$ cat src/rtl/img3x3_pkg.sv
package img3x3_pkg;
    localparam int PIX_W  = 8;
    localparam int WORD_W = 13;
    localparam int PIX_MAX = (1 << PIX_W) - 1;

    typedef enum logic [1:0] {
        K_LAPLACE = 2'b00,
        K_GAUSS   = 2'b01,
        K_SOBEL   = 2'b10,
        K_SOBEL_B = 2'b11
    } kernel_e;

    typedef enum logic [0:0] {
        ST_IDLE  = 1'b0,
        ST_VALID = 1'b1
    } out_state_e;
endpackage

$ cat src/rtl/approx_add.sv
module approx_add #(
    parameter int W = 13,
    parameter int LSBS = 0
) (
    input  logic [W-1:0] x,
    input  logic [W-1:0] y,
    output logic [W-1:0] s
);
    generate
        if (LSBS == 0) begin : g_exact
            assign s = x + y;
        end else begin : g_approx
            logic [W-LSBS-1:0] hi;
            assign hi = x[W-1:LSBS] + y[W-1:LSBS];
            assign s  = {hi, x[LSBS-1:0] | y[LSBS-1:0]};
        end
    endgenerate
endmodule

$ cat src/rtl/lap_core.sv
module lap_core #(
    parameter int PW = 8,
    parameter int W = 13,
    parameter int LSBS = 0
) (
    input  logic [PW-1:0] nw, n, ne, w, c, e, sw, s, se,
    output logic signed [W-1:0] res
);
    localparam int PAD = W - PW;
    logic [W-1:0] v [8];
    logic [W-1:0] lvl1 [4];
    logic [W-1:0] lvl2 [2];
    logic [W-1:0] total;
    logic [W-1:0] c4;

    assign v[0] = {{PAD{1'b0}}, nw};
    assign v[1] = {{PAD{1'b0}}, n};
    assign v[2] = {{PAD{1'b0}}, ne};
    assign v[3] = {{PAD{1'b0}}, w};
    assign v[4] = {{PAD{1'b0}}, e};
    assign v[5] = {{PAD{1'b0}}, sw};
    assign v[6] = {{PAD{1'b0}}, s};
    assign v[7] = {{PAD{1'b0}}, se};

    genvar k;
    generate
        for (k = 0; k < 4; k++) begin : g_l1
            approx_add #(.W(W), .LSBS(LSBS)) u_add (.x(v[2*k]), .y(v[2*k+1]), .s(lvl1[k]));
        end
        for (k = 0; k < 2; k++) begin : g_l2
            approx_add #(.W(W), .LSBS(LSBS)) u_add (.x(lvl1[2*k]), .y(lvl1[2*k+1]), .s(lvl2[k]));
        end
    endgenerate
    approx_add #(.W(W), .LSBS(LSBS)) u_top (.x(lvl2[0]), .y(lvl2[1]), .s(total));

    assign c4  = {{PAD{1'b0}}, c} << 2;
    assign res = $signed(total) - $signed(c4);
endmodule

$ cat src/rtl/gauss_core.sv
module gauss_core #(
    parameter int PW = 8,
    parameter int W = 13,
    parameter int LSBS = 0
) (
    input  logic [PW-1:0] nw, n, ne, w, c, e, sw, s, se,
    output logic signed [W-1:0] res
);
    localparam int PAD = W - PW;
    logic [W-1:0] lo_op [4];
    logic [W-1:0] hi_op [4];
    logic [W-1:0] part [4];
    logic [W-1:0] q0, q1, r, t;

    assign lo_op[0] = {{PAD{1'b0}}, nw};
    assign hi_op[0] = {{PAD{1'b0}}, n} << 1;
    assign lo_op[1] = {{PAD{1'b0}}, ne};
    assign hi_op[1] = {{PAD{1'b0}}, w} << 1;
    assign lo_op[2] = {{PAD{1'b0}}, sw};
    assign hi_op[2] = {{PAD{1'b0}}, s} << 1;
    assign lo_op[3] = {{PAD{1'b0}}, c} << 2;
    assign hi_op[3] = {{PAD{1'b0}}, e} << 1;

    genvar k;
    generate
        for (k = 0; k < 4; k++) begin : g_part
            approx_add #(.W(W), .LSBS(LSBS)) u_add (.x(lo_op[k]), .y(hi_op[k]), .s(part[k]));
        end
    endgenerate
    approx_add #(.W(W), .LSBS(LSBS)) u_q0 (.x(part[0]), .y(part[1]), .s(q0));
    approx_add #(.W(W), .LSBS(LSBS)) u_q1 (.x(part[2]), .y(part[3]), .s(q1));
    approx_add #(.W(W), .LSBS(LSBS)) u_r  (.x(q0), .y(q1), .s(r));
    approx_add #(.W(W), .LSBS(LSBS)) u_t  (.x(r), .y({{PAD{1'b0}}, se}), .s(t));

    assign res = $signed(t >> 4);
endmodule

$ cat src/rtl/sobel_core.sv
module sobel_core #(
    parameter int PW = 8,
    parameter int W = 13,
    parameter int LSBS = 0
) (
    input  logic [PW-1:0] nw, n, ne, w, e, sw, s, se,
    output logic signed [W-1:0] res
);
    localparam int PAD = W - PW;
    // pair order: gx plus, gx minus, gy plus, gy minus
    logic [W-1:0] p_x [4];
    logic [W-1:0] p_y [4];
    logic [W-1:0] dbl [4];
    logic [W-1:0] pr  [4];
    logic [W-1:0] grp [4];
    logic signed [W-1:0] gx, gy;

    assign p_x[0] = {{PAD{1'b0}}, nw}; assign p_y[0] = {{PAD{1'b0}}, sw}; assign dbl[0] = {{PAD{1'b0}}, w} << 1;
    assign p_x[1] = {{PAD{1'b0}}, ne}; assign p_y[1] = {{PAD{1'b0}}, se}; assign dbl[1] = {{PAD{1'b0}}, e} << 1;
    assign p_x[2] = {{PAD{1'b0}}, nw}; assign p_y[2] = {{PAD{1'b0}}, ne}; assign dbl[2] = {{PAD{1'b0}}, n} << 1;
    assign p_x[3] = {{PAD{1'b0}}, sw}; assign p_y[3] = {{PAD{1'b0}}, se}; assign dbl[3] = {{PAD{1'b0}}, s} << 1;

    genvar k;
    generate
        for (k = 0; k < 4; k++) begin : g_grp
            approx_add #(.W(W), .LSBS(LSBS)) u_pair (.x(p_x[k]), .y(p_y[k]), .s(pr[k]));
            approx_add #(.W(W), .LSBS(LSBS)) u_dbl  (.x(pr[k]), .y(dbl[k]), .s(grp[k]));
        end
    endgenerate

    assign gx  = $signed(grp[0]) - $signed(grp[1]);
    assign gy  = $signed(grp[2]) - $signed(grp[3]);
    assign res = gx + gy;
endmodule

$ cat src/rtl/img3x3_filter.sv
module img3x3_filter
    import img3x3_pkg::*;
#(
    parameter int APPROX_LSBS = 0
) (
    input  logic             clk,
    input  logic             rst_n,
    input  logic             in_valid,
    output logic             in_ready,
    input  logic [1:0]       mode,
    input  logic [PIX_W-1:0] pix_nw,
    input  logic [PIX_W-1:0] pix_n,
    input  logic [PIX_W-1:0] pix_ne,
    input  logic [PIX_W-1:0] pix_w,
    input  logic [PIX_W-1:0] pix_c,
    input  logic [PIX_W-1:0] pix_e,
    input  logic [PIX_W-1:0] pix_sw,
    input  logic [PIX_W-1:0] pix_s,
    input  logic [PIX_W-1:0] pix_se,
    output logic             out_valid,
    output logic [PIX_W-1:0] out_pix
);
    localparam logic signed [WORD_W-1:0] SAT_HI = WORD_W'(PIX_MAX);

    out_state_e state_q, state_d;
    logic signed [WORD_W-1:0] lap_r, gau_r, sob_r, sel_r;
    logic [PIX_W-1:0] clamped;
    logic accept;

    assign in_ready = 1'b1;
    assign accept   = in_valid && in_ready;

    lap_core #(.PW(PIX_W), .W(WORD_W), .LSBS(APPROX_LSBS)) u_lap (
        .nw(pix_nw), .n(pix_n), .ne(pix_ne), .w(pix_w), .c(pix_c),
        .e(pix_e), .sw(pix_sw), .s(pix_s), .se(pix_se), .res(lap_r));

    gauss_core #(.PW(PIX_W), .W(WORD_W), .LSBS(APPROX_LSBS)) u_gau (
        .nw(pix_nw), .n(pix_n), .ne(pix_ne), .w(pix_w), .c(pix_c),
        .e(pix_e), .sw(pix_sw), .s(pix_s), .se(pix_se), .res(gau_r));

    sobel_core #(.PW(PIX_W), .W(WORD_W), .LSBS(APPROX_LSBS)) u_sob (
        .nw(pix_nw), .n(pix_n), .ne(pix_ne), .w(pix_w),
        .e(pix_e), .sw(pix_sw), .s(pix_s), .se(pix_se), .res(sob_r));

    always_comb begin
        unique case (kernel_e'(mode))
            K_LAPLACE:          sel_r = lap_r;
            K_GAUSS:            sel_r = gau_r;
            K_SOBEL, K_SOBEL_B: sel_r = sob_r;
        endcase
    end

    always_comb begin
        if (sel_r < 0)           clamped = '0;
        else if (sel_r > SAT_HI) clamped = PIX_W'(PIX_MAX);
        else                     clamped = sel_r[PIX_W-1:0];
    end

    always_comb begin
        unique case (state_q)
            ST_IDLE:  state_d = accept ? ST_VALID : ST_IDLE;
            ST_VALID: state_d = accept ? ST_VALID : ST_IDLE;
        endcase
    end

    always_ff @(posedge clk) begin
        if (!rst_n) state_q <= ST_IDLE;
        else        state_q <= state_d;
    end

    always_ff @(posedge clk) begin
        if (!rst_n)      out_pix <= '0;
        else if (accept) out_pix <= clamped;
    end

    assign out_valid = (state_q == ST_VALID);
endmodule

$ cat config.mk
export PLATFORM = sky130hd
export DESIGN_NAME = img3x3_filter
export DESIGN_NICKNAME = d
export VERILOG_FILES = /design/src/rtl/img3x3_pkg.sv /design/src/rtl/approx_add.sv /design/src/rtl/lap_core.sv /design/src/rtl/gauss_core.sv /design/src/rtl/sobel_core.sv /design/src/rtl/img3x3_filter.sv
export SDC_FILE = /design/constraint.sdc
export NUM_CORES = 1
export LEC_CHECK = 0
export ABC_AREA = 1
export CAP_MARGIN = 10
export CORE_MARGIN = 1.5
export CORE_UTILIZATION = 55
export CTS_BUF_LIST = sky130_fd_sc_hd__clkbuf_8
export DETAILED_ROUTE_END_ITERATION = 8
export PLACE_DENSITY = 0.78
export RECOVER_POWER = 50
export SYNTH_ARGS = -nofsm -noshare
export SYNTH_HDL_FRONTEND = slang
export SYNTH_SLANG_ARGS = --single-unit
$ cat constraint.sdc
create_clock -name clk -period 14.2 [get_ports clk]
set_input_delay 1.42 -clock clk [delete_from_list [all_inputs] [get_ports clk]]
set_output_delay 1.42 -clock clk [all_outputs]
set_load 0.05 [all_outputs]
==> flow_summary_export.csv <==
group,metric,value,unit
critical_path,reg2reg_from,"out_pix[2]",
critical_path,crit_type,"in -> reg",
clock_tree,cts_resized,0,
run_status,status,"completed",
critical_path,cp-endpoint,"out_pix[5]",
grt,grt_use_total,29.0,%
clock_tree,path_clk_slew,0.05,ns
grt,grt_overflow,0,
clock_tree,cts_tree,"done",
sta,finalClockSkew,0,ns
finish,final_common_cell,"inv_1",
clock_tree,cts_buffers,3,
sta,relSlewSlack,61.4,%
floorplanning,core,0.0139,mm2
run,drv_cap,0,
grt,use_met3,2.56,%
route,dr.pass1.iters,5,
critical_path,critical_path_buf_inv_count,9,
critical_path,start_kind,"primary input",
critical_path,arrival,7.74,ns
hold_path,holdCritPathClass,"reg -> reg",
critical_path,worst_r2r_path_depth,2,
sta,fin_crit_sh,53.7,%
critical_path,cpPeakStageDelay,0.54,ns
synth,yosys_warnings,0,
floorplanning,initial_core_util,56.5,%
grt,grt-busiest-layer,"met2",
synth,seq_area_frac_synth,2.29,%
critical_path,critical_path.max_fanout,8,
finish,area_delta_synth_final,14.1,%
critical_path,crit_top_cell,"inv_1",
placement,place_congestion,0.997,
route,antenna_left,0,
synth,ys_types,34,
placement,hpwl,18.7,mm
synth,synth.ff_latch_count,9,
route,routedWlPerCell,15.4,um
floorplanning,die_h,123,um
critical_path,rrSetupSlack,13.61,ns
grt,grt_max_degree,12,
sta,timing.fmax,0.131,GHz
finish,antennaDiodeCount,0,
clock_tree,cts_setup_buffers,0,
sta,slew_violations,0,
sta,tightest_slew,0.573,ns
critical_path,cp-end-kind,"register",
clock_tree,cts_buffer_depth,2,
critical_path,cp_slowest_cell,"clkdlybuf4s50_1",
synth,syn_area,0.00788,mm2
route,dr.first_iter.drc_count,383,
clock_tree,ctsHtreeMaxLevel,1,
sta,setup_viol,0,
route,route.vias.total,6764,
critical_path,critPathLaunch,"pix_sw[4]",
clock_tree,hold_buffers,0,
sta,finalHoldViolations,0,
route,via_per_inst,5.10,
sta,holdWs,0.458,ns
critical_path,critical_path_depth,31,
placement,port_buffers,85,
route,drt_wl_total,20.4,mm
synth,netlist_instances,1058,
floorplanning,die_w,123,um
synth,synthesis.nets,1380,
finish,layout_common_cells,"inv_1 (287), nand2_1 (189), ha_1 (131)",
sta,tns,0,ns
floorplanning,ios,87,
finish,drive_gt1_share,1.22,%
synth,avgSynthCellArea,7.44,um2
grt,grt_pass1_vias,6705,
critical_path,crit_family,"adder cells",
critical_path,regToRegEndpoint,"out_pix[2]",
grt,grt_pass1_wl,33.2,mm
finish,fin_nets,1468,
grt,met2_usage,50.1,%
floorplanning,row_count,43,
route,drc_errors,0,
grt,antenna_found_initial,0,
clock_tree,cts.root.buffer_cell,"clkbuf_8",
critical_path,crit_required,14.31,ns
clock_tree,worstSkewPairLatency,0.23,ns
sta,rsz0062_at_grt,"false",
floorplanning,die-area,0.0150,mm2
sta,fin_crit,7.63,ns
grt,grtUsageMet1,38.8,%
clock_tree,clkSinkCount,9,
-- worst min path at each step --
stage,start,end,depth (start not counted),slack (ns)
finish,out_pix[7],out_pix[7],2,0.46
global route,out_pix[1],out_pix[1],2,0.47
CTS,out_pix[7],out_pix[7],2,0.46
detailed placement,out_pix[7],out_pix[7],2,0.45
global placement,out_pix[7],out_pix[7],2,0.45
floorplan,out_pix[1],out_pix[1],2,0.69
-- flip-flops by register name, indices dropped and copies added (netlist names) --
signal / flops
out_pix: 8
out_valid: 1
-- cell families after synthesis --
| logic type | Yosys count | share of synthesized area (%) |
|---|---|---|
| AND/OR/NAND/NOR | 310 | 16.8 |
| other | 1 | 0.0476 |
| AO/OA/AOI/OAI | 135 | 9.60 |
| adder cells (fa/ha/maj) | 245 | 49.8 |
| buffers and inverters | 290 | 13.9 |
| XOR/XNOR | 68 | 7.56 |
| flip-flops | 9 | 2.29 |
-- routing by layer --
layer  routed length (um)  part of all wire, %
met4                  623                  3.0
met3                 1080                  5.3
met1                 9020                   44
met5                    0                    0
met2                 9730                   48
-- final cells by class --
class | instances | area (um2)
Multi-Input combinational cell | 759 | 6600
Fill cell | 1255 | 4950
Inverter | 288 | 1080
Timing Repair Buffer | 85 | 851
Tap cell | 180 | 225
Sequential cell | 9 | 180
Clock buffer | 3 | 41.3
Clock inverter | 1 | 3.75
-- tightest hold or removal path, cell delays in order, from the launching register on --
cell and delay (ns):
dfxtp_1 0.30, nand2_1 0.06, a21oi_1 0.05
-- stage by stage --
stage	setup WS [ns]	instances	util (%)	cell area, um2
finish	6.57	1325	64.5	8980
global route	6.20	1325	64.5	8980
CTS	6.64	1325	64.5	8980
detailed placement	6.41	1321	64.1	8940
global placement	6.48	1321	64.1	8940
floorplan	7.52	1058	-	7880
-- synth_stat cells, drive strengths merged --
library cell  number  area share (%)
clkinv             1           0.048
nand2            192             9.2
o22a               1            0.11
and3               1           0.079
nand3b             1           0.095
o21ai             22             1.4
inv              287              14
a2bb2oi            1            0.11
nor3               1           0.063
o21bai            15             1.4
a21oi             83             5.3
o221ai             1            0.11
nand3             66             4.3
ha               131              21
conb               1           0.048
fa               114              29
buf                2            0.16
dfxtp              9             2.3
o311ai             1            0.11
a21o              10            0.95
nor2              42             2.5
nand4              6            0.48
a22oi              1           0.095
xnor2             29             3.2
and2               1           0.079
xor2              39             4.3
Power is left out: the tool's default activity adds up to more than one toggle a clock period on the data nets, which glitch-free logic cannot reach.
